`src/rtl/cmp_timer_pkg.sv`:
```
package cmp_timer_pkg;
  localparam int CNT_W   = 10;
  localparam int PER_W   = 3;
  localparam int SEL_W   = 3;
  localparam int N_TICK  = 5;

  localparam logic [SEL_W-1:0] SEL_RESERVED = 3'd5;
  localparam logic [SEL_W-1:0] SEL_EXT_RISE = 3'd6;
  localparam logic [SEL_W-1:0] SEL_EXT_FALL = 3'd7;

  typedef struct packed {
    logic             pause;
    logic [SEL_W-1:0] sel;
    logic             run;
    logic [PER_W-1:0] period;
  } ctrl_t;

  // Last count value before the period wrap: P * 2^(cw-pw) - 1, field 0 meaning 2^pw.
  function automatic int unsigned period_top(input int unsigned p, input int unsigned pw,
                                             input int unsigned cw);
    int unsigned mult;
    mult = (p == 0) ? (1 << pw) : p;
    return mult * (1 << (cw - pw)) - 1;
  endfunction
endpackage

```
`src/rtl/cmp_timer_edge.sv`:
```
module cmp_timer_edge (
  input  logic clk,
  input  logic rst_n,
  input  logic pin_async,
  output logic rise,
  output logic fall
);
  logic s1_q, s2_q, s3_q;

  always_ff @(posedge clk) begin
    if (!rst_n) begin
      s1_q <= 1'b0;
      s2_q <= 1'b0;
      s3_q <= 1'b0;
    end else begin
      s1_q <= pin_async;
      s2_q <= s1_q;
      s3_q <= s2_q;
    end
  end

  assign rise = s2_q & ~s3_q;
  assign fall = ~s2_q & s3_q;
endmodule

```
`src/rtl/cmp_timer_clksel.sv`:
```
module cmp_timer_clksel
  import cmp_timer_pkg::*;
#(
  parameter int N_INT = N_TICK
) (
  input  logic [N_INT-1:0] tick_in,
  input  logic [SEL_W-1:0] sel,
  input  logic             ext_rise,
  input  logic             ext_fall,
  output logic             cnt_tick
);
  always_comb begin
    cnt_tick = 1'b0;
    if (sel == SEL_EXT_RISE)      cnt_tick = ext_rise;
    else if (sel == SEL_EXT_FALL) cnt_tick = ext_fall;
    else if (int'(sel) < N_INT)   cnt_tick = tick_in[sel];
  end
endmodule

```
`src/rtl/cmp_timer_core.sv`:
```
module cmp_timer_core
  import cmp_timer_pkg::*;
#(
  parameter int CW = CNT_W,
  parameter int PW = PER_W
) (
  input  logic          clk,
  input  logic          rst_n,
  input  logic          on_set,
  input  logic          run_en,
  input  logic          cnt_tick,
  input  logic [PW-1:0] period,
  input  logic [CW-1:0] cmp_a,
  input  logic          init_lvl,
  output logic [CW-1:0] cnt,
  output logic          a_hit,
  output logic          p_hit,
  output logic          pin
);
  logic [CW-1:0] top_val, nxt;
  logic          step, wrap, a_eq;

  assign top_val = CW'(period_top(int'(period), PW, CW));
  assign step    = run_en & cnt_tick & ~on_set;
  assign wrap    = (cnt == top_val);
  assign nxt     = wrap ? '0 : cnt + 1'b1;
  assign a_eq    = (nxt == cmp_a);

  always_ff @(posedge clk) begin
    if (!rst_n) begin
      cnt   <= '0;
      a_hit <= 1'b0;
      p_hit <= 1'b0;
      pin   <= 1'b0;
    end else begin
      a_hit <= step & a_eq;
      p_hit <= step & wrap;
      if (on_set) begin
        cnt <= '0;
        pin <= init_lvl;
      end else if (step) begin
        cnt <= nxt;
        if (a_eq) pin <= ~pin;
      end
    end
  end
endmodule

```
`src/rtl/cmp_timer.sv`:
```
module cmp_timer
  import cmp_timer_pkg::*;
#(
  parameter int CW    = CNT_W,
  parameter int PW    = PER_W,
  parameter int NTICK = N_TICK
) (
  input  logic             clk,
  input  logic             rst_n,
  input  logic             wr_en,
  input  logic [1:0]       wr_addr,
  input  logic [7:0]       wr_data,
  input  logic [NTICK-1:0] tick_in,
  input  logic             ext_clk_pin,
  output logic [CW-1:0]    count_o,
  output logic             match_a_o,
  output logic             match_p_o,
  output logic             cmp_pin_o
);
  localparam int HI_W = CW - 8;

  ctrl_t         ctrl_q;
  logic          init_q;
  logic [CW-1:0] cmpa_q;
  logic          on_set, run_en, cnt_tick, ext_rise, ext_fall;

  assign on_set = wr_en && (wr_addr == 2'd0) && wr_data[3] && !ctrl_q.run;
  assign run_en = ctrl_q.run && !ctrl_q.pause;

  always_ff @(posedge clk) begin
    if (!rst_n) begin
      ctrl_q <= '0;
      init_q <= 1'b0;
      cmpa_q <= '0;
    end else if (wr_en) begin
      case (wr_addr)
        2'd0: ctrl_q <= ctrl_t'(wr_data);
        2'd1: init_q <= wr_data[0];
        2'd2: cmpa_q[7:0] <= wr_data;
        default: cmpa_q[CW-1:8] <= wr_data[HI_W-1:0];
      endcase
    end
  end

  cmp_timer_edge edge_i (
    .clk(clk), .rst_n(rst_n), .pin_async(ext_clk_pin), .rise(ext_rise), .fall(ext_fall)
  );

  cmp_timer_clksel #(.N_INT(NTICK)) sel_i (
    .tick_in(tick_in), .sel(ctrl_q.sel), .ext_rise(ext_rise), .ext_fall(ext_fall),
    .cnt_tick(cnt_tick)
  );

  cmp_timer_core #(.CW(CW), .PW(PW)) core_i (
    .clk(clk), .rst_n(rst_n), .on_set(on_set), .run_en(run_en), .cnt_tick(cnt_tick),
    .period(ctrl_q.period), .cmp_a(cmpa_q), .init_lvl(init_q),
    .cnt(count_o), .a_hit(match_a_o), .p_hit(match_p_o), .pin(cmp_pin_o)
  );
endmodule

```
`config.mk`:
```
export PLATFORM = sky130hd
export DESIGN_NAME = cmp_timer
export DESIGN_NICKNAME = d
export VERILOG_FILES = /design/src/rtl/cmp_timer_pkg.sv /design/src/rtl/cmp_timer_edge.sv /design/src/rtl/cmp_timer_clksel.sv /design/src/rtl/cmp_timer_core.sv /design/src/rtl/cmp_timer.sv
export SDC_FILE = /design/constraint.sdc
export NUM_CORES = 1
export LEC_CHECK = 0
export BUFFER_PORTS_ARGS = -buffer_cell sky130_fd_sc_hd__buf_2
export CORE_MARGIN = 10
export CORE_UTILIZATION = 54
export DETAILED_ROUTE_END_ITERATION = 10
export GPL_TIMING_DRIVEN = 0
export PLACE_DENSITY = 0.75
export SLEW_MARGIN = 25
export SYNTH_ARGS = -nofsm -noshare
export SYNTH_HDL_FRONTEND = slang
export SYNTH_HIERARCHICAL = 1
export SYNTH_SLANG_ARGS = --single-unit
```
`constraint.sdc`:
```
create_clock -name clk -period 3.6 [get_ports clk]
set_input_delay 0.54 -clock clk [delete_from_list [all_inputs] [get_ports clk]]
set_output_delay 0.54 -clock clk [all_outputs]
set_load 0.01 [all_outputs]
```
==> impl.org, run 1 <==
** Routing
- The routed layout has 1,758 vias.
- Once detail routing completed, the nets flagged for antenna violations numbered 0.
- Final WL :: 4.61 mm
- DR pass1 iterations :: 4
- Initial DRC Count :: 129
- Number of design rule violations left after detail routing :: 0
- Using the TritonRoute via totals, the vias-per-cell ratio works out to 5.62.
- Average routed wire per standard cell :: 14.7 um

** CTS
- Clock latency on the worst-skew pair, taken at its later pin, is 0.29 ns.
- Sink Count :: 35
- Clock edge transition at the registers on the reported setup and hold paths :: 0.07 ns
- Library cell used as clock root buffer :: clkbuf_8
- After clock tree synthesis, the setup repair step added 0 buffers.
- TritonCTS created 5 clock buffers.
- The clock tree synthesis step divided the H-tree into 2 levels.
- TritonCTS clock tree :: done
- Hold bufs inserted after CTS :: 0
- In this run, post-CTS repair resized a total of 0 instances.
- No sink is reached through more buffers than the 2 on the longest clock path.

** Synth
- Number of enable flip-flop cells after synthesis :: 0
- Number of warnings printed during yosys synthesis :: 6
- Each instance of the synthesized netlist takes up on average 8.73 um^2.
- Cell count after synthesis :: 228
- Predominant post-synthesis flop cell :: dfxtp_1
- Net Count, Synth :: 250
- For this run, asynchronously set or reset flops after synthesis account for 0%.
- Summing every instance area after synthesis gives 1990 um^2.
- Post-synthesis cell type with the largest combined area :: dfxtp_1
- Portion of the post-synthesis area used by sequential elements :: 35.2%
- After synthesis the netlist holds a flip-flop and latch count of 35.
- The top cell type by area accounts for 35.2% of the synthesized area.
- After synthesis, the cell types taking the most area are dfxtp_1, mux2i_1, nand2_1.
- Yosys mapped the design onto 52 distinct sky130hd cell types.

** Die
- The initial utilization of the core area, before any placement, comes to 57.8%.
- Die span in y :: 80.7 um
- Placement Rows :: 21
- Pin placement for this block handled 32 I/O pins.
- The total area inside the core boundary comes to 3440 um^2.
- The floorplan step defined a die boundary enclosing 6510 um^2.
- Chip Width :: 80.7 um

** Min path
- Worst Hold Path EP :: edge_i/s2_q
- The startpoint identified for the worst hold timing path is edge_i/s1_q.
- Cells on Worst Hold Path :: 1
- Hold crit path type :: reg2reg

** Power and ir drop
- Switch share :: 25.2%
- Net switching power :: 0.191 mW
- The clock network burns 37.1% of the power.
- Power density relative to cell area :: 331 nW/um^2
- Sequential group share of total power :: 53.5%
- In this run the static leakage power is 0.904 nW.
- IR analysis of the VDD net gives a maximum drop of 283 uV.
- Portion of total power attributed to combinational logic :: 9.4%
- Internal power of the cells :: 0.567 mW

** Run
- Number of max-cap violations :: 0

** STA
- For the pin with the worst max-slew slack, the measured transition is 0.454 ns.
- Post-route setup slack :: 0.579 ns
- Max frequency :: 331 MHz
- In the finished design, the share of the clock period the worst path needs comes to 83.9%.
- Setup total negative slack on the finished layout was measured at 0 ns.
- Relative slew slack :: 69.5%
- Clock skew after layout :: 0.00497 ns
- The number of max-slew violations in the final report is 0.
- RSZ-0062 raised after global routing :: false
- Subtracting the final worst setup slack from the clock period gives 3.02 ns.
- Setup violations remaining at the end of the flow were counted as 0.
- Number of endpoints with negative hold slack in the final report :: 0

** Worst setup path
- STA classifies the critical path endpoint as a flop.
- Setup slack on the worst reg-to-reg path comes out at 0.58 ns.
- Critical R2R Capture :: core_i/pin
- The startpoint identified for the worst register-to-register timing path is core_i/cnt[0].
- Largest fanout on the critical path :: 10
- The number of cells on the worst reg-to-reg path is 8.
- STA puts the critical path data required time at 3.80 ns.
- Critical path startpoint category :: flop
- Data arrival, critical path :: 3.22 ns
- Category of the most critical setup path :: reg2reg
- Worst setup path startpoint :: core_i/cnt[0]

** Finish
- Antenna diode count :: 0
- The final layout contains 288 nets.
- The top cell types in the final layout, fill and taps aside, are nand2_1, dfxtp_1, buf_2.
- Cells with a size suffix above 1 make up 21.3% of the layout.
- Biggest registers after layout :: cmpa_q: 10 flops, core_i/cnt: 10 flops, ctrl_q: 8 flops
- Layout Area Growth over Synthesis :: 15.1%
- Fill cells in the final layout number 293.

** Placed design
- The congestion estimate from routability-driven global placement came to 0.818.
- Place WS :: 0.668 ns
- Summed over all nets, the half-perimeter wirelength after detailed placement is 3.56 mm.
- Port buffering added 31 buffers.

** GRT
- Global routing used 15.1% of the available tracks across all layers.
- Gr ovfl total :: 0
- Wire length of the first global-routing pass :: 7.96 mm
- Pin count of the biggest net entering global routing :: 13
- The via count of the first global-routing pass came to 1,714.
- The number of antenna violations at the first check in global routing was 0.

** Outcome
- The flow ran to the end, and the final reports show no timing, DRC or antenna violations.
worst max path at each step:
stage                       to  cells past startpoint
finish              core_i/pin                      8
global route        core_i/pin                      8
CTS                 core_i/pin                      8
detailed placement  core_i/pin                      8
global placement    core_i/pin                      8
floorplan           core_i/pin                      8
cells by family after synthesis:
group                      count (synthesis)  share of synthesized area [%]
AOI/OAI and AO/OA                         43                           14.3
xor gates and xnor gates                  10                           5.15
adders and majority gates                  3                           1.89
buffers and inverters                     17                           5.09
and+or+nand+nor                           95                           24.9
DFF                                       35                           35.2
muxes                                     25                           13.5
synth_stat cells, types with 2 or more instances:
master,count
mux2_2,4
ha_1,3
a21boi_1,2
buf_4,3
o21ai_0,9
or3_1,2
and2_1,3
dfxtp_1,35
nor3_1,8
o2111ai_1,2
nand3_1,5
a21oi_1,13
nor2_1,12
nand3b_1,6
o221ai_1,3
nor3b_1,5
nand2_1,35
buf_6,2
mux2i_1,19
inv_1,6
o211ai_1,3
xnor2_1,8
nor2b_1,5
or4_1,3
clkbuf_1,4
o31ai_1,2
layout make-up:
class	instances	area, um^2	share of cell area, %
Multi-Input combinational cell	176	1190	51.9
Sequential cell	35	701	30.6
Timing Repair Buffer	31	155	6.77
Buffer	11	78.8	3.44
Clock buffer	5	68.8	3.00
Tap cell	46	57.6	2.51
Inverter	6	22.5	0.983
Clock inverter	3	20.0	0.873
critical path, stage by stage (launching register included):
cell	delay, ns
dfxtp_1	0.51
ha_1	0.30
nand3_1	0.27
nor2_2	0.38
o211a_1	0.26
clkbuf_8	0.18
mux2_2	0.36
or4_1	0.42
a31oi_1	0.24
power by group through the flow:
stage               combinational [mW]  sequential [mW]  clock (mW)
floorplan                       0.0490            0.412           0
finish                          0.0709            0.406       0.281
global route                    0.0793            0.407       0.310
CTS                             0.0714            0.405       0.288
detailed placement              0.0711            0.414           0
global placement                0.0690            0.414           0
routing by layer:
layer | vias to the layer above | track usage [%] | wire length, um
met5 | - | 0 | 0
met4 | 0 | 5.71 | 61
met3 | 6 | 5.57 | 299
met2 | 46 | 24.6 | 2220
met1 | 817 | 17.7 | 2040
li1 | 889 | - | -
stage by stage:
stage	hold WS (ns)	area [um^2]	std cells	utilization [%]	power, mW
5_1_grt	0.451	2290	313	66.6	0.796
4_1_cts	0.447	2290	313	66.6	0.765
3_3_place_gp	0.413	2200	305	64.0	0.483
2_1_floorplan	0.412	1990	228	-	0.461
6_report	0.441	2290	313	66.6	0.758
3_5_place_dp	0.430	2200	305	64.0	0.486
Power figures use the tool's default switching activity.
==> run 2, diff against run 1 <==
--- a/config.mk
+++ b/config.mk
@@ -7,10 +7,10 @@
 export LEC_CHECK = 0
 export BUFFER_PORTS_ARGS = -buffer_cell sky130_fd_sc_hd__buf_2
 export CORE_MARGIN = 10
-export CORE_UTILIZATION = 54
+export CORE_UTILIZATION = 50
 export DETAILED_ROUTE_END_ITERATION = 10
 export GPL_TIMING_DRIVEN = 0
-export PLACE_DENSITY = 0.75
+export PLACE_DENSITY = 0.73
 export SLEW_MARGIN = 25
 export SYNTH_ARGS = -nofsm -noshare
 export SYNTH_HDL_FRONTEND = slang
==> constraint.sdc (replaced) <==
create_clock -name clk -period 2.55 [get_ports clk]
set_input_delay 0.3825 -clock clk [delete_from_list [all_inputs] [get_ports clk]]
set_output_delay 0.3825 -clock clk [all_outputs]
set_load 0.01 [all_outputs]
==> run 2 against run 1 <==
  * Die area increased by 6.0%
  * Register-to-register slack worse by 0.49 ns
  * Sequential cell count unchanged
  * Cell count up 1.3%
  * Setup slack got worse by 0.49 ns
  * Maximum frequency rose by 23%
  * Clock power rose by 56%
  * Critical endpoint unchanged
  * Via count up 0.23%
  * Total power grew 47%
==> impl.org, run 2 (synthesis gave the netlist of run 1 again) <==
** Finish
- Commonest cells after routing, fill and taps aside :: nand2_1, buf_2, dfxtp_1
- From synthesis to final layout, the design area changed by 19.9%.
- In the final layout, the registers with the most flip-flops are cmpa_q: 10 flops, core_i/cnt: 10 flops, ctrl_q: 8 flops.
- Antenna diode count :: 0 (unchanged)
- The fraction of layout instances using a drive strength above 1 came to 26.8% (+5.4 points).
- The post-route cell area is 2390 um^2 (+4.1%).
- The library cell used most frequently in the layout, excluding fill and tap cells, is nand2_1.
- Net count reported at finish :: 290 (+0.69%)
- The number of fill cells in the layout came to 345 (+18%).

** CTS
- The clock-pin slew on the worst setup and hold paths came to 0.08 ns (about the same).
- Sink Count :: 35 (unchanged)
- TritonCTS clock tree :: done
- The number of buffers on the longest clock path came to 2 (unchanged).
- H-tree levels :: 2 (unchanged)
- The tree is rooted in a clkbuf_8.
- Hold bufs inserted after CTS :: 0 (unchanged)
- Latest clock arrival within the worst-skew pair :: 0.30 ns (about the same)
- The number of buffers created by CTS is 5 (unchanged).

** Power and ir drop
- The total leakage power came to 0.929 nW (+2.7%).
- The total power of the final layout was 1.11 mW (+47%).
- Highest ir drop seen on vdd :: 309 uV (+9.1%)
- The power density over cell area is 466 nW/um^2 (+41%).

** Worst setup path
- The data arrival time of the critical path was 2.69 ns (-0.53 ns).
- Dominant delay contributor by cell family on the critical path :: simple AND/OR/NAND/NOR gates
- The critical path buffer and inverter count is 2 (+1).
- The endpoint identified for the worst register-to-register timing path is core_i/pin.
- The setup path with the least slack is of type reg2reg.
- Category of the worst setup path capture point :: flop
- Crit path required time :: 2.78 ns (-1.02 ns)
- Largest fanout on the critical path :: 5 (-5)
- The cell count of the worst reg-to-reg path was 9 (+1).
- Critical path startpoint category :: flop
- Delay of the slowest critical-path stage :: 0.42 ns (-0.09 ns)
- Reg-to-reg startpoint :: ctrl_q[0]
- Traced cell by cell, the critical path runs through inv_1 > ha_1 > xnor2_1 > nor2_2 > o211a_1 > buf_8 > mux2_2 > or4_1 > a31oi_1.
- The setup slack of the worst register-to-register path came to 0.09 ns (-0.49 ns).
- Slowest CP cell :: or4_1

** STA
- Max frequency :: 406 MHz (+23%)
- The final-report hold violation count is 0 (unchanged).
- Worst slew pin tran :: 0.425 ns (-0.0299 ns)
- Period minus WS final :: 2.46 ns (-0.561 ns)
- Clock skew after layout :: 0.00836 ns (+0.00339 ns)
- Final setup violation count :: 0 (unchanged)
- The final total negative setup slack is 0 ns (unchanged).
- The number of max-slew violations in the final report is 0 (unchanged).
- Final hold slack :: 0.285 ns (-0.156 ns)
- Setup repair after global routing left no endpoint under its margin.
- The relative max-transition margin came to 71.7% (+2.2 points).
- Final period util :: 96.5% (+13 points)

** Routing
- The aggregate routed wire length was 4.60 mm (-0.35%).
- DR pass1 iterations :: 4 (unchanged)
- The vias after detailed routing is 1,762 (+0.23%).
- Initial DRC Count :: 79 (-39%)
- Final ANT Viol Nets :: 0 (unchanged)
- Average routed wire per standard cell :: 14.5 um (-1.6%)
- The number of remaining DRC errors is 0 (unchanged).
- Ratio of routed vias to standard cells :: 5.56 (-1.0%)

** Min path
- Hold crit path type :: in2reg
- The instance count along the most critical hold path is 2 (+1).
- Worst Hold Path EP :: edge_i/s1_q
- Start point of the worst min-delay path :: ext_clk_pin

** GRT
- The via count of the first global-routing pass came to 1,653 (-3.6%).
- Initial antenna violation count :: 0 (unchanged)
- Wire length of the first global-routing pass :: 7.64 mm (-4.1%)
- The total congestion overflow after global routing was 0 (unchanged).
- The all-layer global routing usage is 13.0% (-2.1 points).
- Pin count of the biggest net entering global routing :: 13 (unchanged)

** Placed design
- The final HPWL from detailed placement came to 3.46 mm (-2.7%).
- The weighted congestion at the end of routability-driven global placement is 0.789 (-3.5%).
- Post-Place Cell Area :: 2210 um^2 (+0.11%)
- The total of buffers placed on input and output ports is 31 (unchanged).

** Die
- Core Footprint :: 3740 um^2 (+8.8%)
- Chip Width :: 83.1 um (+2.9%)
- Die span in y :: 83.1 um (+2.9%)
- Placement Rows :: 22 (+4.8%)
- The die outline area was 6900 um^2 (+6.0%).
- # IOs :: 32 (unchanged)
- Effective utilization at floorplan :: 53.2% (-4.7 points)

** Run
- The number of max-cap violations came to 0 (unchanged).

** Outcome
- Run status :: finished clean
[run 2: cell type report]
type                       count  area (um^2)  area share (%)
inverter                       6         22.5           0.944
multi-input combinational    176         1240            52.2
clock buffer                   6         82.6            3.46
timing repair buffer          33          170            7.13
sequential                    35          709            29.7
clock inverter                 2         16.3           0.682
tap                           48         60.1            2.52
buffer                        11         80.1            3.36
[run 2: report_power, final]
group	internal [mW]	leakage (nW)	switching [mW]
registers	0.559	0.287	0.0124
clock network	0.220	0.0474	0.218
logic	0.0518	0.595	0.0501
[run 2: how the worst max path moves through the flow]
stage	end	depth (start not counted)	from
floorplan	core_i/pin	8	core_i/cnt[0]
global placement	core_i/pin	8	core_i/cnt[0]
finish	core_i/pin	9	ctrl_q[0]
global route	core_i/pin	7	core_i/cnt[3]
detailed placement	core_i/pin	8	core_i/cnt[0]
CTS	core_i/pin	9	ctrl_q[0]
[run 2: routing by layer]
metal	GRT usage, %	wire [um]
met1	16.3	2250
met5	0	0
met3	4.98	245
met4	4.15	59
met2	19.8	2040
[run 2: what timing repair did]
item,CTS,global route
resized for setup,6,12
hold endpoints to repair,0,0
setup endpoints to repair,2,1
buffers inserted,0,2
pin swaps,0,1
[run 2: metrics by stage]
stage | instances | utilization [%] | worst slack (ns)
global route | 317 | 63.7 | 0.0171
detailed placement | 307 | 58.9 | -0.300
CTS | 315 | 62.2 | 0.00267
global placement | 307 | 58.9 | -0.273
floorplan | 228 | - | 0.0405
finish | 317 | 63.7 | 0.0895
==> run 3, diff against run 2 <==
--- a/config.mk
+++ b/config.mk
@@ -7,10 +7,10 @@
 export LEC_CHECK = 0
 export BUFFER_PORTS_ARGS = -buffer_cell sky130_fd_sc_hd__buf_2
 export CORE_MARGIN = 10
-export CORE_UTILIZATION = 50
+export CORE_UTILIZATION = 54
 export DETAILED_ROUTE_END_ITERATION = 10
 export GPL_TIMING_DRIVEN = 0
-export PLACE_DENSITY = 0.73
+export PLACE_DENSITY = 0.75
 export SLEW_MARGIN = 25
 export SYNTH_ARGS = -nofsm -noshare
 export SYNTH_HDL_FRONTEND = slang
==> constraint.sdc (replaced) <==
create_clock -name clk -period 2.6 [get_ports clk]
set_input_delay 0.39 -clock clk [delete_from_list [all_inputs] [get_ports clk]]
set_output_delay 0.39 -clock clk [all_outputs]
set_load 0.01 [all_outputs]
==> run 3 against run 2 <==
  * Maximum frequency is 3.8% lower
  * Sequential share of layout area grew 0.17 points
  * Clock power shrank 11%
==> impl.org, run 3 (synthesis gave the netlist of run 1 again) <==
** Outcome
- Run status :: finished clean

** Finish
- Net count reported at finish :: 289 (-0.34%)
- Antenna diode count :: 0 (unchanged)
- The post-layout utilization of the core is 68.9% (+5.2 points).
- Relative to the synthesized area, the layout overhead comes to 19.2%.
- Leaving out fill and tap cells, the most frequent cell in the layout is nand2_1.
- Leaving out fill and tap cells, the most frequent cells in the layout are nand2_1, buf_2, dfxtp_1.
- Biggest registers after layout :: cmpa_q: 10 flops, core_i/cnt: 10 flops, ctrl_q: 8 flops
- Share of layout cells above drive strength 1 :: 26.5% (-0.27 points)

** CTS
- Clock tree synthesis selected as its root buffer the cell clkbuf_8.
- Latest clock arrival within the worst-skew pair :: 0.29 ns (about the same)
- The clock-pin slew on the worst setup and hold paths came to 0.07 ns (about the same).
- H-tree levels :: 2 (unchanged)
- Sink Count :: 35 (unchanged)
- The number of buffers created by CTS was 5 (unchanged).
- Deepest clock path buffer count :: 2 (unchanged)
- TritonCTS built the clock tree.

** GRT
- met2 is the most crowded layer.
- The number of antenna violations at the first check in global routing came to 0 (unchanged).
- Met3 Usage GRT :: 5.57% (+0.59 points)
- Total routing usage reported by global routing :: 15.2% (+2.2 points)
- Wire length of the first global-routing pass :: 7.96 mm (+4.2%)
- Met2 capacity usage during global routing :: 24.9% (+5.1 points)
- The total congestion overflow after global routing is 0 (unchanged).
- The global routing met1 resource utilization is 17.6% (+1.3 points).
- Pin count of the biggest net entering global routing :: 13 (unchanged)
- Vias in the first global route :: 1,725 (+4.4%)

** Worst setup path
- Traced cell by cell, the critical path runs through inv_1 > ha_1 > xor3_1 > nor2_2 > o211a_1 > clkbuf_8 > mux2_2 > or4_1 > a31oi_1.
- The slowest stage of the critical path belongs to the cell or4_1.
- Register-to-register setup slack :: 0.04 ns (-0.05 ns)
- Category of the worst setup path capture point :: flop
- In this design, the largest share of critical-path delay is due to simple AND/OR/NAND/NOR gates.
- Reg-to-reg startpoint :: ctrl_q[0]
- The data arrival time of the critical path came to 2.76 ns (+0.07 ns).
- The critical path buffer and inverter count was 2 (unchanged).
- Delay of the slowest critical-path stage :: 0.42 ns (about the same)
- Critical R2R Capture :: core_i/pin
- Largest fanout on the critical path :: 10 (+5)
- Critical path startpoint category :: flop
- Category of the most critical setup path :: reg2reg
- The cell count of the worst reg-to-reg path came to 9 (unchanged).
- The required time at the endpoint of the critical path was 2.80 ns (+0.02 ns).

** STA
- Worst slew pin tran :: 0.449 ns (+0.0243 ns)
- Clock skew after layout :: 0.00494 ns (-0.00342 ns)
- RSZ-0062 raised after global routing :: false
- Post-route setup slack :: 0.0419 ns (-0.0476 ns)
- The final period utilization came to 98.4% (+1.9 points).
- The fmax was 391 MHz (-3.8%).
- The number of max-slew violations in the final report is 0 (unchanged).
- Period minus WS final :: 2.56 ns (+0.0976 ns)
- The setup violation total in the final timing report came to 0 (unchanged).
- Number of endpoints with negative hold slack in the final report :: 0 (unchanged)
- Relative slew slack :: 70.1% (-1.6 points)

** Routing
- The vias after detailed routing came to 1,783 (+1.2%).
- The per-cell routed wire length is 15.0 um (+3.3%).
- The count of nets left with antenna violations after detail routing was 0 (unchanged).
- The aggregate routed wire length was 4.70 mm (+2.3%).
- The number of remaining DRC errors was 0 (unchanged).
- The violation count after the first detailed-route iteration is 105 (+33%).
- The length of the first detailed-routing pass in iterations is 4 (unchanged).
- Ratio of routed vias to standard cells :: 5.68 (+2.2%)

** Power and ir drop
- Pleak :: 0.913 nW (-1.7%)
- The total power of the final layout is 1.05 mW (-5.2%).
- The maximum resistive drop on vdd was 393 uV (+27%).
- The power density over cell area is 444 nW/um^2 (-4.6%).

** Min path
- The instance count along the most critical hold path is 2 (unchanged).
- Start point of the worst min-delay path :: ext_clk_pin
- In this run the worst hold path is classified as in2reg.
- For hold timing, the worst endpoint is edge_i/s1_q.

** Placed design
- The total of buffers placed on input and output ports came to 31 (unchanged).
- Place WS :: -0.332 ns (-0.0321 ns)
- The weighted congestion at the end of routability-driven global placement came to 0.818 (+3.7%).
- Final HPWL from detailed placement :: 3.56 mm (+2.8%)

** Die
- The effective utilization at floorplan was 57.8% (+4.7 points).
- The number of cell rows was 21 (-4.5%).
- The die outline height was 80.7 um (-2.9%).
- Core Footprint :: 3440 um^2 (-8.1%)
- Chip Width :: 80.7 um (-2.9%)
- The number of top-level pins came to 32 (unchanged).
- Area of the die :: 6510 um^2 (-5.6%)

** Run
- The number of max-cap violations came to 0 (unchanged).
[run 3: cell count changes in the layout (fill, tap and decap cells not counted), sizes merged]
cell / change
buf: -2
clkinvlp: +1
[run 3: metal layers]
metal,vias up,part of all wire (%)
met5,-,0
met4,0,1.2
met3,6,7.2
met2,49,48
met1,834,43
li1,894,-
[run 3: worst max path at each step]
stage / from / end / slack, ns / depth (start not counted)
final: ctrl_q[0] / core_i/pin / 0.04 / 9
after global routing: ctrl_q[0] / core_i/pin / 0.008 / 9
after CTS: ctrl_q[0] / core_i/pin / 0.006 / 9
after detailed placement: core_i/cnt[0] / core_i/pin / -0.33 / 8
after global placement: core_i/cnt[0] / core_i/pin / -0.23 / 8
after floorplan: core_i/cnt[0] / core_i/pin / 0.09 / 8
[run 3: metrics by stage]
step	cell area [um^2]	cells	TNS [ns]	hold WS, ns
2_1_floorplan	1990	228	0	0.412
3_3_place_gp	2200	305	-0.233	0.413
3_5_place_dp	2200	305	-0.332	0.430
4_1_cts	2330	313	0	0.298
5_1_grt	2370	314	0	0.301
6_report	2370	314	0	0.300
[run 3: area by class of cell]
cell class	count	area, um^2
Clock inverter	3	20.0
Buffer	11	78.8
Multi-Input combinational cell	176	1250
Timing Repair Buffer	32	163
Clock buffer	5	68.8
Fill cell	284	1070
Sequential cell	35	709
Tap cell	46	57.6
Inverter	6	22.5
[run 3: report_power, final]
part / switching (mW) / leakage (nW) / internal, mW
sequential: 0.0128 / 0.287 / 0.548
clock: 0.204 / 0.0402 / 0.186
combinational: 0.0504 / 0.586 / 0.0519
[run 3: repair_timing]
item,4_1_cts,5_1_grt
pin swaps,0,2
endpoints found under the setup margin,1,1
buffers inserted,0,1
gates resized for setup,10,7
hold buffers,0,0
